File: config.mk
export PLATFORM = sky130hd
export DESIGN_NAME = dcw_cell_mode_ctrl
export DESIGN_NICKNAME = d
export VERILOG_FILES = /design/src/rtl/dcw_pkg.sv /design/src/rtl/dcw_step_decode.sv /design/src/rtl/dcw_pick_lowest.sv /design/src/rtl/dcw_popcount.sv /design/src/rtl/dcw_cell_mode_ctrl.sv
export SDC_FILE = /design/constraint.sdc
export NUM_CORES = 1
export LEC_CHECK = 0
export BUFFER_PORTS_ARGS = -buffer_cell sky130_fd_sc_hd__clkbuf_2
export CORE_AREA = 3 3 40 42
export CTS_CLUSTER_DIAMETER = 40
export CTS_CLUSTER_SIZE = 10
export DETAILED_ROUTE_END_ITERATION = 8
export DIE_AREA = 0 0 43 45
export PLACE_DENSITY_LB_ADDON = 0.1
export RECOVER_POWER = 50
export SLEW_MARGIN = 5
export SYNTH_ARGS = -nofsm -noshare
export SYNTH_HDL_FRONTEND = slang
export SYNTH_SLANG_ARGS = --single-unit
File: constraint.sdc
create_clock -name clk -period 2 [get_ports clk]
set_input_delay 0.4 -clock clk [delete_from_list [all_inputs] [get_ports clk]]
set_output_delay 0.4 -clock clk [all_outputs]
set_load 0.03 [all_outputs]
File: src/rtl/dcw_pkg.sv
package dcw_pkg;

    // Decoded intent of one cycle of strobes
    typedef enum logic [1:0] {
        CMD_IDLE  = 2'd0,
        CMD_RAISE = 2'd1,
        CMD_LOWER = 2'd2,
        CMD_CLASH = 2'd3
    } step_cmd_e;

    function automatic step_cmd_e decode_step(input logic up, input logic dn);
        step_cmd_e c;
        case ({up, dn})
            2'b10:   c = CMD_RAISE;
            2'b01:   c = CMD_LOWER;
            2'b11:   c = CMD_CLASH;
            default: c = CMD_IDLE;
        endcase
        return c;
    endfunction

    // Next-state bookkeeping passed between stages
    typedef struct packed {
        logic apply_raise;
        logic apply_lower;
    } step_act_s;

endpackage

File: src/rtl/dcw_step_decode.sv
module dcw_step_decode
    import dcw_pkg::*;
(
    input  logic      up_i,
    input  logic      dn_i,
    input  logic      full_i,
    input  logic      empty_i,
    output step_act_s act_o
);
    step_cmd_e cmd;

    always_comb begin
        cmd = decode_step(up_i, dn_i);
        act_o = '0;
        unique case (cmd)
            CMD_RAISE: act_o.apply_raise = ~full_i;
            CMD_LOWER: act_o.apply_lower = ~empty_i;
            default:   act_o = '0;
        endcase
    end

    // a clash or idle cycle never produces an action
    always_comb begin
        if (up_i == dn_i) begin
            a_idle_no_act_r6: assert (act_o == '0);
        end
    end
endmodule

File: src/rtl/dcw_pick_lowest.sv
module dcw_pick_lowest #(
    parameter int N = 4
) (
    input  logic [N-1:0] vec_i,
    output logic [N-1:0] grant_o
);
    logic [N:0] seen;
    assign seen[0] = 1'b0;

    for (genvar i = 0; i < N; i++) begin : g_chain
        assign seen[i+1]  = seen[i] | vec_i[i];
        assign grant_o[i] = vec_i[i] & ~seen[i];
    end

    // at most one cell is chosen, and only when a candidate exists
    always_comb begin
        a_grant_onehot_r2: assert ($onehot0(grant_o));
        a_grant_present_r3: assert ((grant_o != '0) == (vec_i != '0));
    end
endmodule

File: src/rtl/dcw_popcount.sv
module dcw_popcount #(
    parameter int N  = 4,
    localparam int CW = $clog2(N + 1)
) (
    input  logic [N-1:0]  vec_i,
    output logic [CW-1:0] cnt_o
);
    always_comb begin
        cnt_o = '0;
        for (int i = 0; i < N; i++) begin
            cnt_o = cnt_o + CW'(vec_i[i]);
        end
    end
endmodule

File: src/rtl/dcw_cell_mode_ctrl.sv
module dcw_cell_mode_ctrl
    import dcw_pkg::*;
#(
    parameter int N  = 4,
    localparam int CW = $clog2(N + 1)
) (
    input  logic          clk,
    input  logic          rst,
    input  logic          up_i,
    input  logic          dn_i,
    output logic [N-1:0]  mode_o,
    output logic [CW-1:0] fast_cnt_o,
    output logic          sat_hi_o,
    output logic          sat_lo_o
);
    localparam int          HALF      = N / 2;
    localparam logic [N-1:0] MODE_INIT = {N{1'b1}} >> (N - HALF);

    logic [N-1:0] mode_q, mode_d;
    logic [N-1:0] raise_pick, lower_pick;
    step_act_s    act;

    assign sat_hi_o = &mode_q;
    assign sat_lo_o = ~|mode_q;

    dcw_step_decode u_dec (
        .up_i    (up_i),
        .dn_i    (dn_i),
        .full_i  (sat_hi_o),
        .empty_i (sat_lo_o),
        .act_o   (act)
    );

    // lowest slow cell and lowest fast cell
    dcw_pick_lowest #(.N(N)) u_pick_slow (
        .vec_i   (~mode_q),
        .grant_o (raise_pick)
    );

    dcw_pick_lowest #(.N(N)) u_pick_fast (
        .vec_i   (mode_q),
        .grant_o (lower_pick)
    );

    always_comb begin
        mode_d = mode_q;
        if (act.apply_raise) mode_d = mode_q | raise_pick;
        else if (act.apply_lower) mode_d = mode_q & ~lower_pick;
    end

    always_ff @(posedge clk) begin
        if (rst) mode_q <= MODE_INIT;
        else     mode_q <= mode_d;
    end

    assign mode_o = mode_q;

    dcw_popcount #(.N(N)) u_cnt (
        .vec_i (mode_q),
        .cnt_o (fast_cnt_o)
    );

    // ---------------- assertions ----------------
    p_step_up_r2: assert property (@(posedge clk) disable iff (rst)
        (up_i && !dn_i && !sat_hi_o) |=> (fast_cnt_o == $past(fast_cnt_o) + CW'(1)));

    p_step_dn_r3: assert property (@(posedge clk) disable iff (rst)
        (dn_i && !up_i && !sat_lo_o) |=> (fast_cnt_o == $past(fast_cnt_o) - CW'(1)));

    p_single_cell_r10: assert property (@(posedge clk) disable iff (rst)
        (up_i ^ dn_i) |=> $onehot0(mode_o ^ $past(mode_o)));

    p_full_hold_r4: assert property (@(posedge clk) disable iff (rst)
        (up_i && !dn_i && sat_hi_o) |=> $stable(mode_o));

    p_empty_hold_r5: assert property (@(posedge clk) disable iff (rst)
        (dn_i && !up_i && sat_lo_o) |=> $stable(mode_o));

    p_clash_hold_r6: assert property (@(posedge clk) disable iff (rst)
        (up_i && dn_i) |=> $stable(mode_o));

    p_idle_hold_r7: assert property (@(posedge clk) disable iff (rst)
        (!up_i && !dn_i) |=> $stable(mode_o));

    p_count_match_r8: assert property (@(posedge clk) disable iff (rst)
        fast_cnt_o == CW'($countones(mode_o)));

    p_flags_r9: assert property (@(posedge clk) disable iff (rst)
        (sat_hi_o == (fast_cnt_o == CW'(N))) && (sat_lo_o == (fast_cnt_o == '0)));
endmodule

==> flow_metrics.tcl <==
set metrics [dict create \
    synth_enable_flop_cells 0 \
    proportion_of_layout_cells_with_a_drive_suffix_above_1_pct 46.2 \
    slew_headroom_pct 75.3 \
    required_ps 1600 \
    grt_antenna_before_repair 0 \
    post-dp-hpwl_um 617 \
    post_synth_inst_count 35 \
    placement.setup.worst_slack_ps 47.7 \
    clock-sinks 4 \
    power_frac_comb_pct 37.5 \
    wire_length_of_the_first_global_routing_pass_mm 1.25 \
    setup.worst_path.end_class "primary output" \
    worst_setup_hold_path_clk_slew_ps 30 \
    critical_path_class "reg -> out" \
    floorplan.rows 13 \
    cts.hold.buffers_added 0 \
    firstDrtPassIters 4 \
    synth.net_count 44 \
    track_usage_pct 8.93 \
    core_area_um2 1280 \
    switching_share_pct 35.6 \
    synth_seq_cells 4 \
    worstPathBufferInverterCount 2 \
    worst_ep_arrival_time_ps 1530 \
    multi_input_area_um2 249 \
    synthesis.area_per_instance_um2 8.69 \
    design_power_total_uw 312 \
    die_y_um 45 \
    routed_wirelength_um 765 \
    min_period_over_period_pct 96.7 \
    timing.critical_path.max_delay_family "adder cells" \
    cts_buffers 3 \
    final_hold_fails 0 \
    drt_drc_violations_left 0 \
    area.sequential_um2 82.6 \
    clockPowerShare_pct 32.4 \
    finalSetupTns_ps 0 \
    grt_pass1_vias 271 \
    max_stage_delay_ps 500 \
    fill_cells 137 \
    p_switching_uw 111 \
    largest_register_ff_count 4 \
    top_level_ports 13 \
    achievable-frequency_mhz 517 \
    tritoncts "done" \
    critical_path.cell_chain "inv_2, ha_4, fa_2, buf_2" \
    skew_pair_late_insertion_delay_ps 240 \
    detail_route.iter0.violations 8 \
    synth.distinct_cells 19 \
    gp_congestion 0.761 \
    synth_top_family_by_area "simple AND/OR/NAND/NOR gates" \
    p_int_uw 201 \
    cp_max_fo 3 \
    proportion_of_synthesized_chip_area_in_sequential_cells_pct 26.3 \
    pin_count_of_the_biggest_net_entering_global_routing 9 \
    outcome "finished clean" \
    synthToLayoutAreaGrowth_pct 54.7 \
    vias_per_cell 4.57 \
    synthFlopType "dfxtp_1" \
    setup-violations-final 0 \
    crit_path_start_kind "register" \
    max_cap_violations 0 \
    setup_skew_ps 8.55 \
    vias 306 \
    grt_setup_unrepaired "false" \
    ir_worst_vdd_v 0.000346 \
    slew_violations 0 \
    cts-htree-levels 1 \
    layout_setup_ws_ps 66.6 \
    synthAdderAreaFrac_pct 23.0 \
    diodes 0 \
    floorplan.die_area_um2 1940 \
    ys_warn_count 0 \
    num-nets-final 63 \
    floorplan.die.width_um 43 \
    pwr_density_cell_nw_per_um2 664 \
    synth.mux.area_fraction_pct 0 \
    clock_path_buffers 2 \
    synth_async_sr_flop_share_pct 0 \
    crit_slowest_cell "fa_2" \
    seq_pwr_share_pct 30.1 \
    synthesis.area_um2 304 \
    worstHoldPathType "in -> reg" \
    grt-ovfl-total 0 \
    wl_per_cell_um 11.4 \
    portBuffers 12 \
    clock_period_minus_final_worst_setup_slack_ps 1930 \
    worst_slew_pin_slew_ps 372 \
    synthSimpleGateAreaFrac_pct 25.9 \
    cts_root_buffer "clkbuf_4" \
    final_antenna_net_count 0 \
    floorplan.initialDensity_pct 23.7 \
    final.hold.worst_slack_ps 378 \
    yosys.area_share.xor_xnor_pct 2.88 \
    area_fraction_in_compound_gates_after_synthesis_pct 18.1 \
    leakage_power_figure_uw 0.000226 \
]
kinds of logic (layout without fill, tap and decap cells):
group / after synthesis / count (layout)
and+or+nand+nor: 14 / 14
buffers and inverters: 3 / 20
AOI/OAI and AO/OA: 8 / 8
adders and majority gates: 5 / 5
DFF: 4 / 4
xor gates and xnor gates: 1 / 1
worst reg2reg max path, stage by stage, from the launching register on:
cell	delay, ps
dfxtp_2	310
inv_2	90
ha_1	210
or3b_4	410
a31oi_1	210
o211ai_2	110
power groups by stage:
| stage | logic (uW) | registers, uW | clock network, uW |
|---|---|---|---|
| after global placement | 99.9 | 96.0 | 0 |
| after global routing | 126 | 95.0 | 116 |
| after floorplan | 66.1 | 105 | 0 |
| final | 117 | 93.9 | 101 |
| after detailed placement | 101 | 96.2 | 0 |
| after CTS | 118 | 93.9 | 108 |
layout by cell type (no fill, tap or decap), types with 2 or more instances in the layout:
| cell | n |
|---|---|
| dfxtp_1 | 2 |
| or3_1 | 2 |
| clkbuf_2 | 6 |
| dfxtp_2 | 2 |
| nor2_1 | 3 |
| nor2b_1 | 2 |
| a21oi_1 | 2 |
| ha_1 | 3 |
| a31oi_1 | 2 |
| nand2_1 | 3 |
| clkbuf_1 | 4 |
| clkbuf_4 | 3 |
| inv_2 | 2 |
worst paths after layout:
kind | slack [ps] | depth (start not counted) | start | end
min | 380 | 2 | rst | mode_o[2]
min reg2reg | 590 | 2 | mode_o[2] | mode_o[2]
max reg2reg | 540 | 5 | mode_o[0] | mode_o[1]
max | 70 | 4 | mode_o[0] | fast_cnt_o[0]
stage by stage:
stage          area (um2)  cells  utilization [%]
2_1_floorplan         325     35                -
3_3_place_gp          404     62             31.5
3_5_place_dp          404     62             31.5
4_1_cts               474     67             36.9
5_1_grt               470     67             36.6
6_report              470     67             36.6
cell usage after synthesis, types with 2 or more instances:
master / count / area, um2
a21oi_1: 2 / 10.0
a31oi_1: 2 / 12.5
dfxtp_1: 4 / 80.1
ha_1: 4 / 50.1
inv_1: 3 / 11.3
nand2_1: 3 / 11.3
nor2_1: 3 / 11.3
nor2b_1: 2 / 12.5
or3_1: 2 / 12.5
layer usage:
metal  GRT usage, %  up-vias  part of all wire, %
li1               -      151                    -
met1           11.2      143                   42
met2           12.3       12                   50
met3           5.58        0                  8.6
met4           3.61        0                    0
met5              0        -                    0
area by class of cell:
type | count | area share (%)
Clock buffer | 3 | 4.79
Inverter | 3 | 2.39
Multi-Input combinational cell | 28 | 52.9
Sequential cell | 4 | 17.6
Tap cell | 15 | 3.99
Timing Repair Buffer | 14 | 18.4
timing repair:
action,CTS,global route
endpoints found under the hold margin,0,0
endpoints found under the setup margin,3,3
gates resized for setup,8,3
setup buffers,2,0
pin swaps,1,2
(Power assumes the default switching activity.)
